### src/rtl/clkmode_pkg.sv
package clkmode_pkg;
  typedef enum logic [2:0] {
    ST_RUN   = 3'd0,
    ST_WAIT  = 3'd1,
    ST_FSTOP = 3'd2,
    ST_LSTOP = 3'd3,
    ST_WAKE  = 3'd4,
    ST_SELF  = 3'd5
  } cm_state_e;

  localparam int CAUSE_W = 4;
  localparam int CI_ILL  = 0;
  localparam int CI_WDT  = 1;
  localparam int CI_LOC  = 2;
  localparam int CI_EXT  = 3;

  typedef struct packed {
    logic osc;
    logic pll;
    logic core;
    logic sys;
    logic fb;
    logic wdt;
    logic pit;
  } clk_ctl_t;
endpackage

### src/rtl/clkmode_fsm.sv
module clkmode_fsm
  import clkmode_pkg::*;
(
  input  logic      clk,
  input  logic      rst_n,
  input  logic      req_wait,
  input  logic      req_stop,
  input  logic      wake,
  input  logic      light_stop,
  input  logic      self_go,
  input  logic      qual_ok,
  output cm_state_e state
);
  cm_state_e state_q, state_d;

  always_comb begin
    state_d = state_q;
    if (state_q == ST_SELF) begin
      if (qual_ok) state_d = ST_RUN;
    end else if (self_go) begin
      state_d = ST_SELF;
    end else begin
      unique case (state_q)
        ST_RUN: begin
          if (req_stop)      state_d = light_stop ? ST_LSTOP : ST_FSTOP;
          else if (req_wait) state_d = ST_WAIT;
        end
        ST_WAIT, ST_FSTOP, ST_LSTOP: if (wake) state_d = ST_WAKE;
        ST_WAKE: state_d = ST_RUN;
        default: state_d = ST_RUN;
      endcase
    end
  end

  always_ff @(posedge clk or negedge rst_n) begin
    if (!rst_n) state_q <= ST_RUN;
    else        state_q <= state_d;
  end

  assign state = state_q;

  // fallback mode persists without a quality pass
  a_r8_self_hold: assert property (@(posedge clk) disable iff (!rst_n)
    (state_q == ST_SELF && !qual_ok) |=> (state_q == ST_SELF));

  // wake interval lasts one cycle
  a_r6_wake_single: assert property (@(posedge clk) disable iff (!rst_n)
    (state_q == ST_WAKE) |=> (state_q == ST_RUN || state_q == ST_SELF));

  // low-power requests are honoured only from run
  a_r5_enter_from_run: assert property (@(posedge clk) disable iff (!rst_n)
    (state_q != ST_RUN && !self_go && state_q != ST_SELF) |=>
      (state_q != ST_FSTOP || $past(state_q) == ST_FSTOP));
endmodule

### src/rtl/clkmode_outdec.sv
module clkmode_outdec
  import clkmode_pkg::*;
(
  input  cm_state_e state,
  input  logic      pll_off_wait,
  input  logic      wdt_stop_run,
  input  logic      pit_stop_run,
  input  logic      wdt_rate_nz,
  input  logic      pit_rate_nz,
  output clk_ctl_t  ctl
);
  always_comb begin
    ctl = '0;
    unique case (state)
      ST_RUN: begin
        ctl.osc = 1'b1; ctl.pll = 1'b1; ctl.core = 1'b1; ctl.sys = 1'b1;
        ctl.wdt = wdt_rate_nz; ctl.pit = pit_rate_nz;
      end
      ST_WAIT: begin
        ctl.osc = 1'b1; ctl.pll = !pll_off_wait; ctl.sys = 1'b1;
        ctl.wdt = wdt_rate_nz; ctl.pit = pit_rate_nz;
      end
      ST_FSTOP: ctl = '0;
      ST_LSTOP: begin
        ctl.osc = 1'b1;
        ctl.wdt = wdt_rate_nz & wdt_stop_run;
        ctl.pit = pit_rate_nz & pit_stop_run;
      end
      ST_WAKE: begin
        ctl.osc = 1'b1; ctl.pll = 1'b1; ctl.sys = 1'b1;
        ctl.wdt = wdt_rate_nz; ctl.pit = pit_rate_nz;
      end
      ST_SELF: begin
        ctl.osc = 1'b1; ctl.core = 1'b1; ctl.sys = 1'b1; ctl.fb = 1'b1;
        ctl.wdt = wdt_rate_nz; ctl.pit = pit_rate_nz;
      end
      default: ctl = '0;
    endcase
  end
endmodule

### src/rtl/clkmode_cause.sv
module clkmode_cause #(
  parameter int W = 4
) (
  input  logic         clk,
  input  logic         rst_n,
  input  logic [W-1:0] evt,
  output logic [W-1:0] cause
);
  logic [W-1:0] pick, cause_q;

  always_comb begin
    pick = '0;
    for (int i = 0; i < W; i++) begin
      if (evt[i]) pick = W'(1) << i;
    end
  end

  always_ff @(posedge clk or negedge rst_n) begin
    if (!rst_n)              cause_q <= '0;
    else if (cause_q == '0)  cause_q <= pick;
  end

  assign cause = cause_q;

  // never more than one cause bit
  a_r10_cause_onehot: assert property (@(posedge clk) disable iff (!rst_n)
    $onehot0(cause_q));

  // first cause is kept
  a_r10_cause_sticky: assert property (@(posedge clk) disable iff (!rst_n)
    (cause_q != '0) |=> $stable(cause_q));

  // any event with nothing latched is recorded next cycle
  a_r10_cause_capture: assert property (@(posedge clk) disable iff (!rst_n)
    (cause_q == '0 && evt != '0) |=> (cause_q != '0));
endmodule

### src/rtl/clkmode_ctrl.sv
module clkmode_ctrl
  import clkmode_pkg::*;
(
  input  logic               clk,
  input  logic               rst_n,
  input  logic               req_wait,
  input  logic               req_stop,
  input  logic               wake,
  input  logic               cfg_pll_off_wait,
  input  logic               cfg_pseudo_stop,
  input  logic               cfg_mon_en,
  input  logic               cfg_self_en,
  input  logic               cfg_wdt_stop_run,
  input  logic               cfg_pit_stop_run,
  input  logic               wdt_rate_nz,
  input  logic               pit_rate_nz,
  input  logic               clk_lost,
  input  logic               clk_qual_ok,
  input  logic               ev_illegal_addr,
  input  logic               ev_wdt_timeout,
  input  logic               ev_ext_pin,
  output logic               osc_en,
  output logic               pll_en,
  output logic               core_clk_en,
  output logic               sys_clk_en,
  output logic               fallback_sel,
  output logic               wdt_tick_en,
  output logic               pit_tick_en,
  output logic               rst_req,
  output logic [CAUSE_W-1:0] rst_cause
);
  cm_state_e          state;
  clk_ctl_t           ctl;
  logic               self_go, loc_evt;
  logic [CAUSE_W-1:0] evt;

  assign self_go = clk_lost & cfg_mon_en & cfg_self_en;
  assign loc_evt = clk_lost & cfg_mon_en & ~cfg_self_en;

  always_comb begin
    evt         = '0;
    evt[CI_ILL] = ev_illegal_addr;
    evt[CI_WDT] = ev_wdt_timeout;
    evt[CI_LOC] = loc_evt;
    evt[CI_EXT] = ev_ext_pin;
  end

  clkmode_fsm i_fsm (
    .clk        (clk),
    .rst_n      (rst_n),
    .req_wait   (req_wait),
    .req_stop   (req_stop),
    .wake       (wake),
    .light_stop (cfg_pseudo_stop),
    .self_go    (self_go),
    .qual_ok    (clk_qual_ok),
    .state      (state)
  );

  clkmode_outdec i_dec (
    .state        (state),
    .pll_off_wait (cfg_pll_off_wait),
    .wdt_stop_run (cfg_wdt_stop_run),
    .pit_stop_run (cfg_pit_stop_run),
    .wdt_rate_nz  (wdt_rate_nz),
    .pit_rate_nz  (pit_rate_nz),
    .ctl          (ctl)
  );

  clkmode_cause #(.W(CAUSE_W)) i_cause (
    .clk   (clk),
    .rst_n (rst_n),
    .evt   (evt),
    .cause (rst_cause)
  );

  assign osc_en       = ctl.osc;
  assign pll_en       = ctl.pll;
  assign core_clk_en  = ctl.core;
  assign sys_clk_en   = ctl.sys;
  assign fallback_sel = ctl.fb;
  assign wdt_tick_en  = ctl.wdt;
  assign pit_tick_en  = ctl.pit;
  assign rst_req      = |rst_cause;

  // PLL is already on in the cycle before the core gate opens
  a_r6_pll_before_core: assert property (@(posedge clk) disable iff (!rst_n)
    ($rose(core_clk_en) && !fallback_sel) |-> $past(pll_en));

  // fallback operation keeps the PLL off
  a_r7_fallback_no_pll: assert property (@(posedge clk) disable iff (!rst_n)
    fallback_sel |-> !pll_en);

  // full stop from run shuts everything down
  a_r3_full_stop: assert property (@(posedge clk) disable iff (!rst_n)
    (core_clk_en && !fallback_sel && req_stop && !cfg_pseudo_stop && !self_go)
      |=> (!osc_en && !sys_clk_en && !wdt_tick_en && !pit_tick_en));

  // a loss reset request leaves a latched loss cause or an earlier one
  a_r9_loss_request: assert property (@(posedge clk) disable iff (!rst_n)
    loc_evt |=> rst_req);
endmodule

### config.mk
export PLATFORM = sky130hd
export DESIGN_NAME = clkmode_ctrl
export DESIGN_NICKNAME = d
export VERILOG_FILES = /design/src/rtl/clkmode_pkg.sv /design/src/rtl/clkmode_fsm.sv /design/src/rtl/clkmode_outdec.sv /design/src/rtl/clkmode_cause.sv /design/src/rtl/clkmode_ctrl.sv
export SDC_FILE = /design/constraint.sdc
export NUM_CORES = 1
export LEC_CHECK = 0
export ABC_AREA = 0
export BUFFER_PORTS_ARGS = -buffer_cell sky130_fd_sc_hd__buf_4
export CORE_AREA = 2 2 39 41
export CTS_BUF_LIST = sky130_fd_sc_hd__clkbuf_2 sky130_fd_sc_hd__clkbuf_4 sky130_fd_sc_hd__clkbuf_8
export CTS_CLUSTER_DIAMETER = 100
export DETAILED_ROUTE_END_ITERATION = 10
export DIE_AREA = 0 0 41 43
export PLACE_DENSITY_LB_ADDON = 0.05
export SLEW_MARGIN = 20
export SYNTH_ARGS = -nofsm -noshare
export SYNTH_HDL_FRONTEND = slang
export SYNTH_SLANG_ARGS = --single-unit
### constraint.sdc
create_clock -name clk -period 1.8 [get_ports clk]
set_clock_uncertainty 0.1 [all_clocks]
set_input_delay 0 -clock clk [delete_from_list [all_inputs] [get_ports clk]]
set_output_delay 0 -clock clk [all_outputs]
set_load 0.01 [all_outputs]
* Word level (Yosys, flattened, before mapping) *
Cells that the tools add are included.

storage, ports and cells
  input port bits = 18
  flip-flop bits (word level) = 7

cells by class
  mux-type cells = 18
  equality and inequality tests = 8
  reductions and logical operators = 10
  bitwise logic cells = 6

operator list
  operator              number
  $mux W3               6
  $mux W4               3
  $reduce_or A4 Y1      2
  $eq A3 B2 Y1 const B  2
  $eq A3 B3 Y1 const B  2
  $mux W1               6
  $pmux W3 S2           1
  $and A1 B1 Y1         5
  $ne A5 B4 Y1 const B  1
  $reduce_or A5 Y1      1
  $logic_not A4 Y1      1
  $ne A4 B2 Y1 const B  1
  $pmux W2 S2           1
  $reduce_or A2 Y1      2
  $eq A3 B1 Y1 const B  1
  $logic_not A3 Y1      1
  $reduce_and A3 Y1     1
  $reduce_or A3 Y1      1
  $ne A2 B2 Y1 const B  1
  $pmux W1 S2           1
  $logic_not A1 Y1      1
  $not A1 Y1            1

* Logic depth before layout (Yosys ltp) *
Gate-level depths: netlist of run 1.

  depth after elaboration = 5
  mapped depth = 4
  depth with buffers taken out = 3

* Modules after synthesis *
A second synthesis of run 1 with hierarchy kept.

unflattened totals
  cells, all modules = 51
  area, all modules = 460.4 um^2

by module, submodules not included
  module          area an instance (um^2)  cells each  sequential area each (um^2)  times used
  clkmode_fsm     195.2                    22          75.1                         1
  clkmode_cause   166.4                    13          100.1                        1
  clkmode_outdec  76.3                     13          0.0                          1
  clkmode_ctrl    22.5                     3           0.0                          1

* Worst setup path before layout of run 1 *
OpenSTA, ideal clock, no wires.

  path kind = reg2reg
  start = register i_cause.cause_q[1] (netlist: i_cause.cause[1])
  end = register i_cause.cause_q[0] (netlist: i_cause.cause[0])
  arrival time = 1.321 ns
  period minus slack after synthesis = 1.487 ns
  setup slack = 0.313 ns
  stages on the path, launching flop included = 4
  data required time = 1.635 ns
  setup time = 0.065 ns
  cell sequence = dfrtp_1 -> or4_4 -> nor3_2 -> a31o_1

on the way
  cells in the longest elaborated chain, start to end = 1

ends and longest elaborated chain
  what                    RTL line             source
  from (decl)             clkmode_cause.sv:9   logic [W-1:0] pick, cause_q;
  from (signal assigned)  clkmode_cause.sv:20  else if (cause_q == '0) cause_q <= pick;
  $logic_not A4 Y1        clkmode_cause.sv:20

Every way passes these cells.
A chain may end at the register's enable or synchronous reset.

* Worst setup path in the final report of run 1 *
  start = register i_fsm.state_q[1] (netlist: i_fsm.state[1])
  end = register i_fsm.state_q[2] (netlist: i_fsm.state[2])

on the way
  cells in the longest elaborated chain, start to end = 5
  elaborated cells on any way between the ends = 13
  those cells by class = 7 x eq/ne; 3 x mux; 3 x reduce/logical

ends and longest elaborated chain
  what                                          RTL line           source
  from (decl)                                   clkmode_fsm.sv:14  cm_state_e state_q, state_d;
  from (signal assigned)                        clkmode_fsm.sv:37  else state_q <= state_d;
  $eq A3 B2 Y1 or $eq A3 B1 Y1 (tied branches)  clkmode_fsm.sv:23  unique case (state_q)
  $reduce_or A3 Y1                              clkmode_fsm.sv:23
  $pmux W3 S2                                   clkmode_fsm.sv:23
  $mux W3                                       clkmode_fsm.sv:20  end else if (self_go) begin
  $mux W3                                       clkmode_fsm.sv:18  if (state_q == ST_SELF) begin

Several ways; a longest one is shown, not always the timed one.

==> impl_metrics.csv, run 1 <==
group,metric,value,unit
critical_path,cp-end-kind,"flip-flop",
timing,rsz0062_at_grt,"no",
pwr,ir_drop,0.0006252,V
grt,overflow,0,
pwr,powerDensity,1236,nW/µm²
routing,postRouteAntennaNets,0,
placed_design,port_buffers,29,
synth,yosys-top-cells-area,"dfrtp_1 41%, nor2b_1 4.4%, a21boi_0 3.5%, nor2_1 3.5%, and3_1 2.9%",
clock_tree,htree_levels,1,
pwr,leakagePower,0.0004035,µW
timing,finalSetupViolCount,0,
placed_design,gp_congestion,0.6161,
critical_path,critPathKind,"reg2reg",
floorplanning,die_w,41,µm
synth,synth_nets,66,
clock_tree,post_cts_buffers,0,
synth,postSynthCellCount,48,
critical_path,rrSetupSlack,110,ps
timing,relSlewSlack,79.38,%
synth,yosys_register_bits,7,
timing,worstMarginPinSlew,308.3,ps
clock_tree,cts_tree,"done",
clock_tree,clock_latency,240,ps
timing,post-route-min-period,1687,ps
routing,vias,512,
cells_and_area,final_nets,111,
timing,fmax,592.9,MHz
clock_tree,clkSinkCount,7,
clock_tree,path_clk_slew,50,ps
synth,synthFlopType,"dfrtp_1",
synth,yosys-top-cells-count,"7 x dfrtp_1, 4 x nor2_1, 3 x clkbuf_1, 3 x inv_1, 3 x nor2b_1",
synth,yosysTopAreaCellShare,40.94,%
timing,timing.final.crit_share,93.70,%
cells_and_area,diodes,0,
routing,first_pass_iters,4,
worst_hold_path,hp-class,"in2reg",
cells_and_area,fin_util,59.40,%
timing,finalMaxSlewViolations,0,
synth,synth_cell_types,28,
routing,drt-total-wl,1.143,mm
clock_tree,cts-root-buf,"clkbuf_4",
synth,synth_most_common_cell,"dfrtp_1",
synth,avgSynthCellArea,8.915,µm²
critical_path,crit_required,1820,ps
cells_and_area,drive_gt1_share,40.22,%
floorplanning,die_area,1763,µm²
synth,ys_seq_area_share,40.94,%
floorplanning,start_util,30.92,%
synth,yosys.area.top_type,"dfrtp_1",
grt,grt_pass1_wl,1.718,mm
timing,final_hold_viol_count,0,
clock_tree,cts_buffers,3,
cells_and_area,syn2layout_area_growth,92.11,%
grt,grt_max_degree,11,
grt,grt_pass1_vias,438,
synth,syn_area,427.9,µm²
floorplanning,fp.coreArea,1384,µm²
critical_path,arrival,1710,ps
floorplanning,die_h,43,µm
critical_path,crit_fanout,10,
timing,tns,0,ps
placed_design,dp_hpwl,789.2,µm
critical_path,critPathLaunchType,"flip-flop",
routing,drt_iter0_drc,7,
floorplanning,num_rows,14,
status,status,"completed",
grt,antenna_found_initial,0,
timing,hold_ws,28.74,ps
grt,grt.total_usage,14.49,%
routing,post_drt_wl_per_cell,10.58,µm
clock_tree,clockBufferDepth,2,
run,drv_cap,0,
routing,drcViolationCount,0,
synth,synth-edff-count,0,
synth,ys_async_sr_fraction,100.0,%
routing,viasPerCell,4.741,
pwr,power,1016,µW
floorplanning,io_pins,30,
synth,yosysWarnings,0,
==> flip-flops by register name, indices dropped and copies added, names as in the netlist <==
signal	cells
i_cause.cause	4
i_fsm.state	3
==> per-stage QoR <==
step	cell area [µm²]	worst slack, ps	cells
global route	822.0	35.04	108
finish	822.0	113.4	108
global placement	661.9	350.3	91
detailed placement	661.9	327.7	91
floorplan	427.9	313.1	48
CTS	822.0	142.5	108
==> final cells by class <==
cell class,count,area (µm²)
Fill cell,121,561.8
Timing Repair Buffer,43,355.3
Multi-Input combinational cell,35,230.2
Sequential cell,7,175.2
Clock buffer,4,30.03
Tap cell,16,20.02
Inverter,3,11.26
==> power breakdown <==
group | total [µW] | internal (µW) | switching (µW)
clock | 154 | 99.4 | 54.5
combinational | 556 | 330 | 226
sequential | 306 | 224 | 82.3
total | 1020 | 654 | 362
==> cells by family (layout without fill, tap and decap cells) <==
family	after synthesis	after routing	share of synthesized area, %
buffers and inverters	6	50	5.263
AO/OA/AOI/OAI	13	13	21.93
multiplexers	1	1	2.339
AND/OR/NAND/NOR	21	21	29.53
flip-flops	7	7	40.94
==> worst max-delay path, cell delays in order (launching register included) <==
cell	delay, ps
dfrtp_1	380
buf_4	170
nand3b_1	160
o21ai_0	90
a22oi_1	90
dlygate4sd3_1	580
==> worst paths after layout <==
check / from / endpoint / cells past startpoint
max: i_fsm.state[1]$_DFFE_PN0P_ / i_fsm.state[2]$_DFFE_PN0P_ / 5
min: wake / i_fsm.state[0]$_DFFE_PN0P_ / 4
max reg2reg: i_fsm.state[1]$_DFFE_PN0P_ / i_fsm.state[2]$_DFFE_PN0P_ / 5
min reg2reg: i_cause.cause[1]$_DFFE_PN0N_ / i_cause.cause[1]$_DFFE_PN0N_ / 1
max in group asynchronous: rst_n / i_fsm.state[0]$_DFFE_PN0P_ / 3
min in group asynchronous: rst_n / i_cause.cause[2]$_DFFE_PN0N_ / 3
==> cells in the final DEF (no fill, tap or decap) <==
| master | instances |
|---|---|
| a21o_2 | 1 |
| inv_1 | 3 |
| o21ai_0 | 2 |
| dlygate4sd3_1 | 13 |
| a21o_1 | 1 |
| and3_1 | 2 |
| nand3_1 | 1 |
| clkbuf_4 | 4 |
| dfrtp_1 | 7 |
| nor2_1 | 4 |
| nand3b_1 | 1 |
| nand2b_1 | 1 |
| mux2i_1 | 1 |
| a31oi_1 | 1 |
| a22oi_1 | 1 |
| a2bb2oi_1 | 1 |
| nor3_1 | 2 |
| and2_1 | 1 |
| nor3_2 | 1 |
| or4_4 | 1 |
| a31o_1 | 1 |
| nor2b_1 | 3 |
| o21a_1 | 1 |
| o22ai_1 | 1 |
| or4_1 | 1 |
| and3b_1 | 1 |
| buf_4 | 30 |
| o21bai_1 | 1 |
| nand2_1 | 2 |
| a21boi_0 | 2 |
==> layer usage <==
layer	GRT usage (%)	vias to the layer above	wire, µm
met1	18.21	229	497
met4	8.000	0	4
met5	0	-	0
met3	3.141	2	69
li1	-	262	-
met2	21.88	19	571
==> timing repair <==
item                                   CTS  global route
endpoints found under the hold margin   14             0
gates resized for setup                  0             0
hold buffers                            13             0
Note: power is estimated with default switching activity, not from simulation.
==> run 2: changes to the inputs <==
- REMOVE_ABC_BUFFERS: not set -> 1
- clock period: 1.8 -> 1.7 ns (I/O delays scaled with it)
==> impl_metrics.csv, run 2 (synthesis gave the netlist of run 1 again) <==
group,metric,value,unit
status,status,"completed",
placed_design,place_area,661.9,µm²
floorplanning,die_h,43,µm
grt,grt_pass1_vias,460,
floorplanning,die_w,41,µm
floorplanning,fp.coreArea,1384,µm²
routing,post_drt_wl_per_cell,10.71,µm
routing,viasPerCell,4.713,
routing,wl_met3,82,µm
critical_path,max_stage_delay,560,ps
timing,worstMarginPinSlew,312.4,ps
routing,wl_met1,507,µm
grt,overflow,0,
floorplanning,start_util,30.92,%
cells_and_area,final_cell_area,834.6,µm²
pwr,leakagePower,0.0004085,µW
critical_path,rrSetupSlack,60,ps
critical_path,critPathKind,"reg2reg",
pwr,pwr-share-clk,14.9,%
pwr,ir_drop,0.0006534,V
clock_tree,cts-root-buf,"clkbuf_4",
cells_and_area,multi_input_area,241.5,µm²
critical_path,r2r_start,"i_fsm.state[1]$_DFFE_PN0P_",
timing,worst_slack,56.45,ps
pwr,swShare,35.67,%
worst_hold_path,hp-start,"clk_lost",
pwr,pwr-share-seq,29.2,%
clock_tree,clock_latency,250,ps
critical_path,crit_required,1730,ps
critical_path,crit_path_cell_trace,"buf_6 -> nand3b_1 -> o21ai_1 -> a22oi_1 -> dlygate4sd3_1",
critical_path,crit_fanout,6,
grt,grt_pass1_wl,1.835,mm
timing,finalMaxSlewViolations,0,
cells_and_area,layout_commonest_cell,"buf_4",
cells_and_area,diodes,0,
routing,dr.max_layer_used,"met3",
pwr,p_int,718.0,µW
routing,wl_met2,568,µm
clock_tree,cts_buffers,3,
grt,antenna_found_initial,0,
clock_tree,clockBufferDepth,2,
routing,postRouteAntennaNets,0,
routing,first_pass_iters,4,
cells_and_area,final_nets,111,
cells_and_area,seq_area,175.2,µm²
floorplanning,num_rows,14,
clock_tree,clkSinkCount,7,
worst_hold_path,hp-class,"in2reg",
floorplanning,io_pins,30,
grt,grt.total_usage,16.09,%
timing,relSlewSlack,79.10,%
pwr,combPwrFrac,55.9,%
cells_and_area,largest_reg_flops,4,
grt,grt_max_degree,11,
cells_and_area,drive_gt1_share,43.48,%
clock_tree,cts_tree,"done",
pwr,powerDensity,1337,nW/µm²
timing,fmax,608.4,MHz
cells_and_area,syn2layout_area_growth,95.03,%
routing,drt_iter0_drc,5,
run,drv_cap,0,
routing,drt-total-wl,1.157,mm
clock_tree,htree_levels,1,
pwr,switchingPower,398.1,µW
cells_and_area,fin_cells,108,
cells_and_area,fin_util,60.31,%
routing,drcViolationCount,0,
floorplanning,die_area,1763,µm²
placed_design,placedCellCount,91,
routing,vias,509,
critical_path,cp-end-kind,"flip-flop",
placed_design,port_buffers,29,
timing,finalSetupViolCount,0,
critical_path,critPathLaunchType,"flip-flop",
placed_design,dp_slack,230.1,ps
timing,timing.final.crit_share,96.68,%
pwr,power,1116,µW
cells_and_area,fillers,127,
clock_tree,path_clk_slew,50,ps
timing,post-route-min-period,1644,ps
critical_path,crit_path_start,"i_fsm.state[1]$_DFFE_PN0P_",
critical_path,slowest_stage,"dlygate4sd3_1",
timing,final_hold_viol_count,0,
cells_and_area,layout_common_cells,"30 x buf_4, 12 x dlygate4sd3_1, 7 x dfrtp_1",
placed_design,gp_congestion,0.6374,
critical_path,arrival,1670,ps
## run 2: stage by stage
step | hold slack, ps | TNS [ps]
after detailed placement | -284.6 | 0
after global placement | -283.2 | 0
after CTS | 1.982 | 0
after floorplan | -395.6 | 0
final | 17.22 | 0
after global routing | 11.09 | -0.6231
## run 2: final cells by class
type / instances / area share (%)
Sequential cell: 7 / 20.99
Clock buffer: 4 / 3.598
Timing Repair Buffer: 43 / 42.73
Inverter: 3 / 1.349
Tap cell: 16 / 2.399
Multi-Input combinational cell: 35 / 28.94
## run 2: worst max-delay path, delay by kind of cell (launching register included)
family,cells,cell delay [ps]
flip-flops,1,390
AND/OR/NAND/NOR,1,170
AO/OA/AOI/OAI,2,170
buffers and inverters,2,690
## run 2: timing repair
action                     4_1_cts  5_1_grt
hold endpoints to repair        14        0
buffers inserted                 0        1
resized for setup                0        4
hold buffers                    12        0
setup endpoints to repair        0        2
## run 2: path summary, 6_finish.rpt
| kind | to | cells after the start |
|---|---|---|
| worst max-delay path | i_fsm.state[2]$_DFFE_PN0P_ | 5 |
| worst min-delay path | i_fsm.state[1]$_DFFE_PN0P_ | 3 |
| worst max register to register | i_fsm.state[2]$_DFFE_PN0P_ | 5 |
| worst min register to register | i_cause.cause[1]$_DFFE_PN0N_ | 1 |
| max in group asynchronous | i_fsm.state[1]$_DFFE_PN0P_ | 3 |
| min in group asynchronous | i_fsm.state[0]$_DFFE_PN0P_ | 3 |
## run 2: power by group through the flow
stage,sequential (µW),clock (µW),combinational [µW]
6_report,326,166,624
5_1_grt,341,196,690
4_1_cts,323,173,589
3_5_place_dp,326,0,535
3_3_place_gp,325,0,533
2_1_floorplan,337,0,247
## run 2: layer usage
layer | vias to the layer above | GRT usage [%]
met3 | 0 | 9.424
met4 | 0 | 6.000
met1 | 228 | 18.48
li1 | 261 | -
met5 | - | 0
met2 | 20 | 23.75
==> run 3: changes to the inputs <==
- PLACE_DENSITY_LB_ADDON: 0.05 -> 0.2
==> impl_metrics.csv, run 3 (synthesis gave the netlist of run 1 again) <==
group,metric,value,unit
cells_and_area,diodes,0,
critical_path,cp-end-kind,"flip-flop",
clock_tree,cts-root-buf,"clkbuf_4",
critical_path,r2r_start,"i_fsm.state[1]$_DFFE_PN0P_",
routing,drt-total-wl,1.058,mm
critical_path,crit_fanout,10,
grt,grt.total_usage,15.17,%
cells_and_area,final_nets,108,
clock_tree,cts_tree,"done",
clock_tree,htree_levels,1,
critical_path,arrival,1630,ps
floorplanning,start_util,30.92,%
critical_path,rrSetupSlack,90,ps
critical_path,rr_worst_depth,5,
routing,post_drt_wl_per_cell,10.08,µm
cells_and_area,fillers,137,
timing,post-route-min-period,1605,ps
pwr,powerDensity,1317,nW/µm²
timing,final_hold_viol_count,0,
critical_path,critPathLaunchType,"flip-flop",
timing,rsz0062_at_grt,"no",
grt,grt_pass1_wl,1.773,mm
floorplanning,fp.coreArea,1384,µm²
run,drv_cap,0,
routing,first_pass_iters,2,
cells_and_area,largest_reg_flops,4,
grt,overflow,0,
placed_design,dp_hpwl,827.6,µm
grt,grt_max_degree,11,
grt,grt_pass1_vias,461,
floorplanning,die_area,1763,µm²
routing,drt_iter0_drc,3,
timing,worst_slack,94.88,ps
status,status,"completed",
routing,postRouteAntennaNets,0,
timing,timing.final.crit_share,94.42,%
floorplanning,num_rows,14,
cells_and_area,syn2layout_area_growth,86.55,%
cells_and_area,final_cell_area,798.3,µm²
timing,tns,0,ps
cells_and_area,layout_common_cells,"30 x buf_4, 10 x dlygate4sd3_1, 7 x dfrtp_1",
timing,relSlewSlack,83.29,%
pwr,combPwrFrac,53.9,%
routing,vias,497,
clock_tree,clock_latency,250,ps
clock_tree,cts_buffers,3,
timing,finalMaxSlewViolations,0,
placed_design,place_area,661.9,µm²
pwr,switchingPower,375.8,µW
floorplanning,die_w,41,µm
timing,finalSetupViolCount,0,
clock_tree,clockBufferDepth,2,
clock_tree,path_clk_slew,50,ps
cells_and_area,layout_commonest_cell,"buf_4",
pwr,swShare,35.75,%
critical_path,r2r-end,"i_fsm.state[1]$_DFFE_PN0P_",
floorplanning,io_pins,30,
timing,fmax,623.0,MHz
pwr,pwr-share-clk,15.5,%
placed_design,dp_slack,199.0,ps
pwr,p_int,675.5,µW
floorplanning,die_h,43,µm
worst_hold_path,hp-class,"in2async",
routing,drcViolationCount,0,
timing,worstMarginPinSlew,250.7,ps
grt,antenna_found_initial,0,
routing,viasPerCell,4.733,
placed_design,port_buffers,29,
pwr,pwr-share-seq,30.5,%
critical_path,critPathKind,"reg2reg",
pwr,ir_drop,0.0006135,V
pwr,leakagePower,0.0003939,µW
timing,hold_ws,10.65,ps
placed_design,gp_congestion,0.6797,
clock_tree,clkSinkCount,7,
critical_path,crit_required,1720,ps
cells_and_area,drive_gt1_share,42.70,%
[run 3: cell count changes in the layout (fill, tap and decap cells not counted), sizes merged]
| cell | before | now |
|---|---|---|
| buf | 31 | 30 |
| dlygate4sd3 | 12 | 10 |
[run 3: power by group through the flow]
stage	clock (µW)	sequential, µW	combinational [µW]
after floorplan	0	337	247
after global placement	0	324	530
after detailed placement	0	327	535
after CTS	170	324	564
after global routing	182	335	628
final	163	321	567
[run 3: how the worst max path moves through the flow]
stage / start / to
global route: i_fsm.state[1]$_DFFE_PN0P_ / i_fsm.state[1]$_DFFE_PN0P_
floorplan: i_cause.cause[1]$_DFFE_PN0N_ / i_cause.cause[0]$_DFFE_PN0N_
detailed placement: i_cause.cause[1]$_DFFE_PN0N_ / i_cause.cause[0]$_DFFE_PN0N_
finish: i_fsm.state[1]$_DFFE_PN0P_ / i_fsm.state[1]$_DFFE_PN0P_
global placement: i_cause.cause[1]$_DFFE_PN0N_ / i_cause.cause[0]$_DFFE_PN0N_
CTS: i_fsm.state[1]$_DFFE_PN0P_ / i_fsm.state[1]$_DFFE_PN0P_
[run 3: metal layers]
metal  GRT usage [%]  wire, µm  share of wire (%)  up-vias
met3           3.141        42                4.0        0
met4           12.00         0                  0        0
met1           18.09       452                 43      234
met5               0         0                  0        -
met2           22.19       564                 53       11
li1                -         -                  -      252
[run 3: layout make-up]
type	instances	area [µm²]	area share, %
tap	16	20.02	2.508
clock buffer	4	30.03	3.762
sequential	7	175.2	21.94
timing repair buffer	40	325.3	40.75
inverter	3	11.26	1.411
multi-input combinational	35	236.5	29.62
[run 3: metrics by stage]
step                      total power [µW]  std cells  utilization, %
after floorplan                      584.2         45               -
after global placement               854.7         91           47.83
after detailed placement             861.3         91           47.83
after CTS                             1059        105           57.23
after global routing                  1145        105           57.69
final                                 1051        105           57.69
[run 3: timing repair]
| item | 4_1_cts | 5_1_grt |
|---|---|---|
| gates resized for setup | 0 | 1 |
| endpoints found under the hold margin | 14 | 0 |
| hold buffers | 10 | 0 |
| setup endpoints to repair | 0 | 1 |
| setup buffers | 0 | 0 |
[run 3: critical path: stages, from the launching register on]
cell and delay (ps):
dfrtp_1 380, buf_4 170, inv_1 90, a2bb2oi_2 140, nor3_1 50, dlygate4sd3_1 560
